===== src/rtl/dac_sel_pkg.sv =====
package dac_sel_pkg;
    typedef enum logic [1:0] {
        SRC_STORED,
        SRC_PARALLEL,
        SRC_JTAG,
        SRC_SERIAL
    } src_state_e;
endpackage


===== src/rtl/dac_pin_sync.sv =====
// Multi-stage synchroniser for a group of asynchronous pins (STAGES >= 2).
module dac_pin_sync #(
    parameter int                 WIDTH  = 3,
    parameter int                 STAGES = 2,
    parameter logic [WIDTH-1:0]   INIT   = '0
) (
    input  logic             clk,
    input  logic             rst_n,
    input  logic [WIDTH-1:0] pin_in,
    output logic [WIDTH-1:0] pin_lvl
);
    logic [STAGES-1:0][WIDTH-1:0] stage_q;

    always_ff @(posedge clk or negedge rst_n) begin
        if (!rst_n) begin
            stage_q <= {STAGES{INIT}};
        end else begin
            stage_q <= {stage_q[STAGES-2:0], pin_in};
        end
    end

    assign pin_lvl = stage_q[STAGES-1];
endmodule


===== src/rtl/dac_spi_shift.sv =====
// Serial shift register: LSB first, bit count saturating at CODE_W.
module dac_spi_shift #(
    parameter int CODE_W = 8
) (
    input  logic              clk,
    input  logic              rst_n,
    input  logic              enable,
    input  logic              cs_low,
    input  logic              cs_fall,
    input  logic              sclk_rise,
    input  logic              sdi_s,
    output logic [CODE_W-1:0] word,
    output logic              full
);
    localparam int CNT_W = $clog2(CODE_W + 1);
    localparam logic [CNT_W-1:0] CNT_MAX = CNT_W'(CODE_W);

    logic [CNT_W-1:0]  cnt_q;
    logic [CODE_W-1:0] shreg_q;

    always_ff @(posedge clk or negedge rst_n) begin
        if (!rst_n) begin
            cnt_q   <= '0;
            shreg_q <= '0;
        end else if (cs_fall) begin
            cnt_q <= '0;
        end else if (enable && cs_low && sclk_rise) begin
            shreg_q <= {sdi_s, shreg_q[CODE_W-1:1]};
            if (cnt_q != CNT_MAX) begin
                cnt_q <= cnt_q + 1'b1;
            end
        end
    end

    assign word = shreg_q;
    assign full = (cnt_q == CNT_MAX);
endmodule


===== src/rtl/dac_src_fsm.sv =====
// Source-selection state machine and output code register.
module dac_src_fsm
    import dac_sel_pkg::*;
#(
    parameter int                CODE_W     = 8,
    parameter logic [CODE_W-1:0] RESET_CODE = '0
) (
    input  logic              clk,
    input  logic              rst_n,
    input  logic              serial_en,
    input  logic              par_mode,
    input  logic              jtag_upd,
    input  logic [CODE_W-1:0] jtag_word,
    input  logic [CODE_W-1:0] par_data,
    input  logic [CODE_W-1:0] stored_code,
    input  logic              cs_rise,
    input  logic [CODE_W-1:0] spi_word,
    input  logic              spi_full,
    output logic [CODE_W-1:0] dac_code,
    output logic              code_valid
);
    src_state_e        state_q, state_d;
    logic [CODE_W-1:0] par_latch_q;
    logic              par_seen_q;
    logic [CODE_W-1:0] dac_q;
    logic              valid_q;
    logic              par_wr;
    logic              load;
    logic [CODE_W-1:0] load_val;

    // Next-state selection: serial, then test port, then parallel/stored.
    always_comb begin
        state_d = state_q;
        if (serial_en) begin
            state_d = SRC_SERIAL;
        end else if (jtag_upd) begin
            state_d = SRC_JTAG;
        end else if (cs_rise && par_mode) begin
            state_d = SRC_PARALLEL;
        end else begin
            unique case (state_q)
                SRC_JTAG:     state_d = SRC_JTAG;
                SRC_STORED,
                SRC_PARALLEL,
                SRC_SERIAL:   state_d = (!par_mode && !par_seen_q) ? SRC_STORED
                                                                   : SRC_PARALLEL;
            endcase
        end
    end

    // State register.
    always_ff @(posedge clk or negedge rst_n) begin
        if (!rst_n) begin
            state_q <= SRC_PARALLEL;
        end else begin
            state_q <= state_d;
        end
    end

    // Output load decision.
    always_comb begin
        load     = 1'b0;
        load_val = dac_q;
        par_wr   = 1'b0;
        if (serial_en) begin
            if (cs_rise && spi_full) begin
                load     = 1'b1;
                load_val = spi_word;
            end
        end else if (jtag_upd) begin
            load     = 1'b1;
            load_val = jtag_word;
        end else if (cs_rise && par_mode) begin
            par_wr   = 1'b1;
            load     = 1'b1;
            load_val = par_data;
        end else begin
            unique case (state_d)
                SRC_STORED: begin
                    if (stored_code != dac_q) begin
                        load     = 1'b1;
                        load_val = stored_code;
                    end
                end
                SRC_PARALLEL: begin
                    if (par_latch_q != dac_q) begin
                        load     = 1'b1;
                        load_val = par_latch_q;
                    end
                end
                SRC_JTAG,
                SRC_SERIAL: begin
                    load = 1'b0;
                end
            endcase
        end
    end

    // Output and parallel latch registers.
    always_ff @(posedge clk or negedge rst_n) begin
        if (!rst_n) begin
            dac_q       <= RESET_CODE;
            valid_q     <= 1'b0;
            par_latch_q <= RESET_CODE;
            par_seen_q  <= 1'b0;
        end else begin
            valid_q <= load;
            if (load) begin
                dac_q <= load_val;
            end
            if (par_wr) begin
                par_latch_q <= par_data;
                par_seen_q  <= 1'b1;
            end
        end
    end

    assign dac_code   = dac_q;
    assign code_valid = valid_q;
endmodule


===== src/rtl/dac_code_select.sv =====
module dac_code_select #(
    parameter int CODE_W      = 8,
    parameter int SYNC_STAGES = 2
) (
    input  logic              clk,
    input  logic              rst_n,
    input  logic              serial_en,
    input  logic              par_mode,
    input  logic              cs_n,
    input  logic              sclk,
    input  logic              sdi,
    input  logic [CODE_W-1:0] par_data,
    input  logic [CODE_W-1:0] jtag_word,
    input  logic              jtag_upd,
    input  logic [CODE_W-1:0] stored_code,
    output logic [CODE_W-1:0] dac_code,
    output logic              code_valid
);
    localparam logic [CODE_W-1:0] RESET_CODE = CODE_W'(1) << (CODE_W - 1);
    // Pin group order {sdi, sclk, cs_n}; chip select idles high.
    localparam logic [2:0]        PIN_INIT   = 3'b001;

    logic [2:0]        pin_lvl;
    logic [1:0]        edge_q;
    logic              cs_rise, cs_fall, sclk_rise;
    logic [CODE_W-1:0] spi_word;
    logic              spi_full;

    dac_pin_sync #(
        .WIDTH  (3),
        .STAGES (SYNC_STAGES),
        .INIT   (PIN_INIT)
    ) u_sync (
        .clk     (clk),
        .rst_n   (rst_n),
        .pin_in  ({sdi, sclk, cs_n}),
        .pin_lvl (pin_lvl)
    );

    // Previous synchronised levels of sclk and cs_n for edge detection.
    always_ff @(posedge clk or negedge rst_n) begin
        if (!rst_n) begin
            edge_q <= PIN_INIT[1:0];
        end else begin
            edge_q <= pin_lvl[1:0];
        end
    end

    assign cs_rise   =  pin_lvl[0] & ~edge_q[0];
    assign cs_fall   = ~pin_lvl[0] &  edge_q[0];
    assign sclk_rise =  pin_lvl[1] & ~edge_q[1];

    dac_spi_shift #(
        .CODE_W (CODE_W)
    ) u_spi (
        .clk       (clk),
        .rst_n     (rst_n),
        .enable    (serial_en),
        .cs_low    (~pin_lvl[0]),
        .cs_fall   (cs_fall),
        .sclk_rise (sclk_rise),
        .sdi_s     (pin_lvl[2]),
        .word      (spi_word),
        .full      (spi_full)
    );

    dac_src_fsm #(
        .CODE_W     (CODE_W),
        .RESET_CODE (RESET_CODE)
    ) u_fsm (
        .clk         (clk),
        .rst_n       (rst_n),
        .serial_en   (serial_en),
        .par_mode    (par_mode),
        .jtag_upd    (jtag_upd),
        .jtag_word   (jtag_word),
        .par_data    (par_data),
        .stored_code (stored_code),
        .cs_rise     (cs_rise),
        .spi_word    (spi_word),
        .spi_full    (spi_full),
        .dac_code    (dac_code),
        .code_valid  (code_valid)
    );
endmodule


===== config.mk =====
export PLATFORM = sky130hd
export DESIGN_NAME = dac_code_select
export DESIGN_NICKNAME = d
export VERILOG_FILES = /design/src/rtl/dac_sel_pkg.sv /design/src/rtl/dac_pin_sync.sv /design/src/rtl/dac_spi_shift.sv /design/src/rtl/dac_src_fsm.sv /design/src/rtl/dac_code_select.sv
export SDC_FILE = /design/constraint.sdc
export NUM_CORES = 1
export LEC_CHECK = 0
export ABC_CLOCK_PERIOD_IN_PS = 1700
export CAP_MARGIN = 20
export CORE_MARGIN = 5
export CORE_UTILIZATION = 46
export CTS_BUF_LIST = sky130_fd_sc_hd__clkbuf_16
export DETAILED_ROUTE_END_ITERATION = 8
export GPL_TIMING_DRIVEN = 0
export PLACE_DENSITY = 0.8
export SKIP_CTS_REPAIR_TIMING = 1
export SLEW_MARGIN = 10
export SYNTH_ARGS = -nofsm -noshare
export SYNTH_HDL_FRONTEND = slang
export SYNTH_SLANG_ARGS = --single-unit

===== constraint.sdc =====
create_clock -name clk -period 1.7 [get_ports clk]
set_input_delay 0.255 -clock clk [delete_from_list [all_inputs] [get_ports clk]]
set_output_delay 0.255 -clock clk [all_outputs]
set_load 0.03 [all_outputs]

==> results of run 1 <==
kinds of logic (layout without fill, tap and decap cells):
logic type	Yosys count	count (layout)	share of synthesized area, %
flops	40	40	47.4
simple gates	53	54	13.7
fa+ha+maj	2	2	1.18
xor+xnor	19	19	7.83
compound gates	47	47	17.5
buf+inv	13	75	3.88
mux	16	16	8.48
cells in the mapped netlist (4+ instances only):
cell,n
a211oi_2,8
nor3_1,9
mux2_1,8
nand4_1,5
o21ai_0,9
dfstp_2,6
nand2_1,11
o32a_1,8
dfrtp_1,34
buf_6,4
o21ai_1,16
xnor2_1,17
mux2_2,8
nor2_1,13
path summary, 6_finish.rpt:
kind | end | slack [ns] | cells after the start
max reg2reg | u_fsm.dac_code[5] | -0.15 | 7
min | u_sync.pin_lvl[1] | 0.35 | 0
max in group asynchronous | u_fsm.par_latch_q[7] | 0.72 | 3
min in group asynchronous | u_spi.cnt_q[2] | 0.44 | 2
min reg2reg | u_sync.pin_lvl[1] | 0.35 | 0
max | u_fsm.dac_code[5] | -0.15 | 7
per-layer routing:
layer / wire (µm) / share of wire (%)
met1: 2270 / 41
met2: 2830 / 51
met3: 309 / 5.6
met4: 153 / 2.8
met5: 0 / 0
power groups by stage:
stage	Combinational (W)	Clock (W)	Sequential (W)
global placement	0.000661	0	0.00121
global route	0.000819	0.00112	0.00122
CTS	0.000686	0.00108	0.00120
detailed placement	0.000680	0	0.00122
floorplan	0.000378	0	0.00125
finish	0.000766	0.00106	0.00120
sequential cells by signal, indices dropped and copies added (netlist names):
| signal | flops |
|---|---|
| u_fsm.par_seen_q | 1 |
| u_fsm.dac_code | 8 |
| u_sync.pin_lvl | 3 |
| u_spi.cnt_q | 4 |
| u_fsm.code_valid | 1 |
| u_spi.word | 8 |
| u_sync.stage_q | 3 |
| edge_q | 2 |
| u_fsm.par_latch_q | 8 |
| u_fsm.state_q | 2 |
cell type report:
type                            instances  share of cell area (%)
Clock inverter                          3                    1.41
Sequential cell                        40                    33.3
Inverter                                3                   0.372
Clock buffer                            5                    4.14
Multi-Input combinational cell        138                    37.8
Buffer                                  8                    2.23
Timing Repair Buffer                   56                    18.6
Tap cell                               52                    2.15
stage by stage:
stage,util (%),hold slack [ns],cells
after CTS,63.5,-0.0855,291
after global placement,59.2,0.332,282
after floorplan,-,-0.0406,190
after detailed placement,59.7,0.214,283
final,68.5,0.350,305
after global routing,68.5,0.364,305
==> key figures, run 1 <==
Status
  • Outcome: complete, but fails checks
  • Failing checks: negative setup slack

Global route
  • GRT Resource Usage Total: 17.4%
  • Met1 usage: 22.0%
  • Grt peak-use layer: met2
  • Vias in the first global route: 1,725
  • First-pass GRT wire length: 8.48 mm
  • Global route overflow: 0
  • Met2 Track Usage GR: 29.7%
  • Initial antenna violation count: 0
  • Grt met3 use: 3.82%
  • Largest net degree at the start of global routing: 26

Route
  • DRC Markers: 0
  • Initial DRC count: 135
  • Total wire length: 5.56 mm
  • DRT Pass-1 Iters: 4
  • Post-DR wirelength/cell: 18.2 µm
  • DR vias/cell: 5.75
  • Final ANT Viol Nets: 0
  • Via count: 1,755

Timing
  • Final Worst Setup Slack: -0.145 ns
  • Fmax: 542 MHz
  • Layout Skew: 0.00461 ns
  • RSZ-0062 raised after global routing: yes
  • Max Slew Vio Count: 0
  • Final min period: 1.85 ns
  • Tcrit/Tclk final: 109%
  • Relative slew slack: 72.2%
  • Setup TNS: -1.01 ns
  • Setup violators final: 10
  • Least-Margin Pin Slew: 0.417 ns
  • Final Hold Fails: 0

Worst setup path
  • Worst EP arrival: 2.01 ns
  • Cells along the critical path: inv_2 > ha_4 > nand3b_4 > or3b_4 > o21ai_2 > o21ai_1 > o32a_1
  • Crit path kind: flip-flop to flip-flop
  • Critical path's slowest cell: or3b_4
  • Crit. End Element: flip-flop
  • Crit path max fanout: 5
  • Crit path largest cell delay: 0.46 ns
  • Required time worst endpoint: 1.86 ns
  • Worst Setup Start Kind: flip-flop
  • R2r startpoint: u_spi.cnt_q[0]
  • Worst path bufs/invs: 1
  • Crit. Startpoint: u_spi.cnt_q[0]
  • Cell family contributing the most delay on the critical path: simple AND/OR/NAND/NOR gates

Placement
  • DP Worst Slack: -0.730 ns
  • Placed cell areas: 0.00263 mm²
  • Port Buffers: 40
  • GPL Wtd Cong: 0.792
  • Post-DP HPWL: 3.69 mm

Cells and area
  • Most frequent cells in the layout: 34 x dfrtp_1, 32 x clkdlybuf4s50_1, 16 x xnor2_1
  • Multi-input gate area: 0.00114 mm²
  • Fraction of layout cells with a size suffix above 1: 31.6%
  • FILL cells: 315
  • Seq. cell area: 0.00101 mm²
  • Design area: 0.00303 mm²
  • Final nets: 286
  • Commonest non-fill, non-tap cell in the layout: dfrtp_1
  • Area delta synth->final: 42.3%
  • Antenna fix cells: 0

Power and ir drop
  • Total internal power: 0.00217 W
  • Pwr Total: 0.00303 W
  • Leakage power: 1.28 nW
  • Sw Ratio: 28.3%
  • Sequential share of power: 39.7%
  • Clk network pwr share: 35.0%
  • Comb pwr share: 25.3%
  • Peak VDD IR: 0.665 mV
  • PwrDens: 1000 mW/mm²
  • Net Sw Power: 0.000858 W

CTS
  • Reg clk slew, reported paths: 0.06 ns
  • Clk sinks: 40
  • Root buffer cell: clkbuf_16
  • Maximum clock insertion buffer count: 2
  • Num CTS Buffers: 5
  • CTS tree: built
  • Worst skew pair latency: 0.28 ns
  • H-tree levels: 2

Floorplanning
  • Initial Util: 48.2%
  • DIE AREA: 0.00608 mm²
  • Boundary pin count: 41
  • Die W: 78.0 µm
  • Core Rows: 24
  • Area of the core: 0.00441 mm²
  • Chip height: 78.0 µm

Synth
  • Top cells by area, synth: dfrtp_1 40%, dfstp_2 7.4%, xnor2_1 7.0%, a211oi_2 4.7%, mux2_1 4.2%
  • Syn Inst Count: 190
  • Leading area contributor after synthesis: dfrtp_1
  • Synth top area share: 40.0%
  • Post-Syn Area per Cell: 11.2 µm²
  • Main synth FF type: dfrtp_1
  • Ys Warns: 0
  • Synth unique cells: 37
  • Sequential fraction of the synthesis area: 47.4%
  • Synthesized flop and latch total: 40
  • EDFF count, synth: 0
  • Post-synth ARST share: 100%
  • Net count after synthesis: 224
  • Mapped cell area: 0.00213 mm²

Job
  • Max Cap Viol: 0

Min path
  • HP Class: flip-flop to flip-flop
  • Hold Startpoint: u_sync.stage_q[1]
Note: power is estimated with default switching activity, not from simulation.
==> run 2, diff against run 1 <==
SLEW_MARGIN = not set   (was 10)
==> run 2 against run 1 <==
  * The run still ends with negative setup slack left
  * Routed wire length increased by 4.6%
  * Register-to-register slack got worse by 0.05 ns
  * Sequential share of layout area hardly changed
  * Cell count fell by 0.33%
  * Cell area hardly changed
  * Maximum frequency decreased by 2.6%
  * Critical endpoint is now u_fsm.dac_code[4]
  * Largest cell class unchanged
==> key figures, run 2 (synthesis results as in run 1) <==
Worst setup path
  • Worst Setup Start Kind: flip-flop (unchanged)
  • Critical path's slowest cell: or3b_4 (unchanged)
  • Cells on worst reg2reg path: 7 (unchanged)
  • Worst path bufs/invs: 1 (unchanged)
  • WP depth: 7 (unchanged)
  • Critical Path Sink: u_fsm.dac_code[4] (was u_fsm.dac_code[5])
  • Required time worst endpoint: 1.86 ns (about the same)
  • Crit. End Element: flip-flop (unchanged)
  • Crit. Startpoint: u_spi.cnt_q[0] (unchanged)
  • Crit path max fanout: 5 (unchanged)
  • Crit path top cell by count: o21ai_2
  • Worst EP arrival: 2.05 ns (was 2.01 ns)
  • Cell family contributing the most delay on the critical path: compound AO/OA/AOI/OAI gates (was simple AND/OR/NAND/NOR gates)
  • Reg-to-Reg End: u_fsm.dac_code[4] (was u_fsm.dac_code[5])
  • R2r startpoint: u_spi.cnt_q[0] (unchanged)
  • Worst reg2reg setup slack: -0.19 ns (was -0.15 ns)
  • Crit path kind: flip-flop to flip-flop (unchanged)
  • Crit path largest cell delay: 0.45 ns (was 0.46 ns)
  • Cells along the critical path: inv_2 > ha_4 > nand3b_4 > or3b_4 > o21ai_2 > o21ai_2 > o32a_1 (was inv_2 > ha_4 > nand3b_4 > or3b_4 > o21ai_2 > o21ai_1 > o32a_1)

Timing
  • Least-Margin Pin Slew: 0.902 ns (was 0.417 ns)
  • Setup violators final: 8 (was 10)
  • Tcrit/Tclk final: 111% (was 109%)
  • Fmax: 528 MHz (was 542 MHz)
  • Final Hold Fails: 0 (unchanged)
  • Relative slew slack: 39.9% (was 72.2%)
  • Max Slew Vio Count: 0 (unchanged)
  • Final min period: 1.89 ns (was 1.85 ns)
  • RSZ-0062 raised after global routing: yes (unchanged)
  • Setup TNS: -1.07 ns (was -1.01 ns)
  • Final Worst Setup Slack: -0.194 ns (was -0.145 ns)
  • Layout Skew: 0.00558 ns (was 0.00461 ns)

Route
  • DRC Markers: 0 (unchanged)
  • DR vias/cell: 5.77 (was 5.75)
  • Final ANT Viol Nets: 0 (unchanged)
  • Post-DR wirelength/cell: 19.1 µm (was 18.2 µm)
  • Via count: 1,755 (unchanged)
  • Initial DRC count: 146 (was 135)
  • Total wire length: 5.82 mm (was 5.56 mm)
  • DRT Pass-1 Iters: 4 (unchanged)

Global route
  • Grt peak-use layer: met2 (unchanged)
  • Met2 Track Usage GR: 29.6% (was 29.7%)
  • Vias in the first global route: 1,720 (was 1,725)
  • First-pass GRT wire length: 8.40 mm (was 8.48 mm)
  • Initial antenna violation count: 0 (unchanged)
  • GRT Resource Usage Total: 17.3% (was 17.4%)
  • Largest net degree at the start of global routing: 41 (was 26)
  • Grt met3 use: 3.94% (was 3.82%)
  • Global route overflow: 0 (unchanged)
  • Met1 usage: 22.2% (was 22.0%)

CTS
  • Maximum clock insertion buffer count: 2 (unchanged)
  • Num CTS Buffers: 5 (unchanged)
  • CTS tree: built (unchanged)
  • Root buffer cell: clkbuf_16 (unchanged)
  • H-tree levels: 2 (unchanged)
  • Worst skew pair latency: 0.28 ns (about the same)
  • Reg clk slew, reported paths: 0.06 ns (about the same)
  • Clk sinks: 40 (unchanged)

Cells and area
  • Most frequent cells in the layout: 34 x dfrtp_1, 34 x clkdlybuf4s50_1, 17 x xnor2_1 (was 34 x dfrtp_1, 32 x clkdlybuf4s50_1, 16 x xnor2_1)
  • Antenna fix cells: 0 (unchanged)
  • Design area: 0.00303 mm² (about the same)
  • Area delta synth->final: 42.4% (was 42.3%)
  • Fraction of layout cells with a size suffix above 1: 33.7% (was 31.6%)
  • Final nets: 285 (was 286)

Floorplanning
  • Die W: 78.0 µm (unchanged)
  • Initial Util: 48.2% (unchanged)
  • DIE AREA: 0.00608 mm² (unchanged)
  • Area of the core: 0.00441 mm² (unchanged)
  • Boundary pin count: 41 (unchanged)
  • Chip height: 78.0 µm (unchanged)
  • Core Rows: 24 (unchanged)

Power and ir drop
  • PwrDens: 1010 mW/mm² (was 1000 mW/mm²)
  • Leakage power: 1.25 nW (was 1.28 nW)
  • Peak VDD IR: 0.638 mV (was 0.665 mV)

Job
  • Max Cap Viol: 0 (unchanged)

Placement
  • Placed cell areas: 0.00261 mm² (was 0.00263 mm²)
  • Port Buffers: 40 (unchanged)
  • Post-DP HPWL: 3.56 mm (was 3.69 mm)
  • GPL Wtd Cong: 0.792 (unchanged)

Min path
  • HP Class: primary input to async pin (was flip-flop to flip-flop)

Status
  • Failing checks: negative setup slack (unchanged)
  • Outcome: complete, but fails checks (unchanged)
-- run 2: area by class of cell --
class | instances | area [µm²]
multi-input cells | 138 | 1160
plain buffers | 8 | 71.3
clock buffers | 5 | 125
flip-flops and latches | 40 | 1010
inverters | 3 | 11.3
clock inverters | 3 | 42.5
well taps | 52 | 65.1
fillers | 306 | 1390
repair buffers | 55 | 538
-- run 2: metal layers --
metal	up-vias	part of all wire, %
met2	53	53
li1	810	-
met1	885	42
met5	-	0
met3	7	4.7
met4	0	1.0
-- run 2: through the flow --
stage          instances  util [%]  worst slack, ns  hold WS (ns)  power [W]
2_1_floorplan        190         -          -0.0365       -0.0406    0.00163
3_3_place_gp         282      59.2           -0.692         0.332    0.00187
3_5_place_dp         282      59.0           -0.708         0.338    0.00189
4_1_cts              290      62.8           -0.424         0.130    0.00295
5_1_grt              304      68.6           -0.250         0.186    0.00318
6_report             304      68.6           -0.194        0.0971    0.00305
-- run 2: report_power, final --
part,total [W],switching (W),internal (W)
clock,0.00106,0.000375,0.000689
combinational,0.000787,0.000373,0.000414
sequential,0.00120,0.000122,0.00108
-- run 2: how the worst min path moves through the flow --
stage                            startpoint                 to  slack, ns  cells after the start
after detailed placement  u_sync.stage_q[1]  u_sync.pin_lvl[1]       0.34                      0
after CTS                             rst_n  u_fsm.dac_code[1]       0.13                      1
after global placement    u_sync.stage_q[2]  u_sync.pin_lvl[2]       0.33                      0
after floorplan                       rst_n          edge_q[1]      -0.04                      0
final                                 rst_n     u_spi.cnt_q[1]        0.1                      1
after global routing                  rst_n     u_spi.cnt_q[1]       0.19                      1
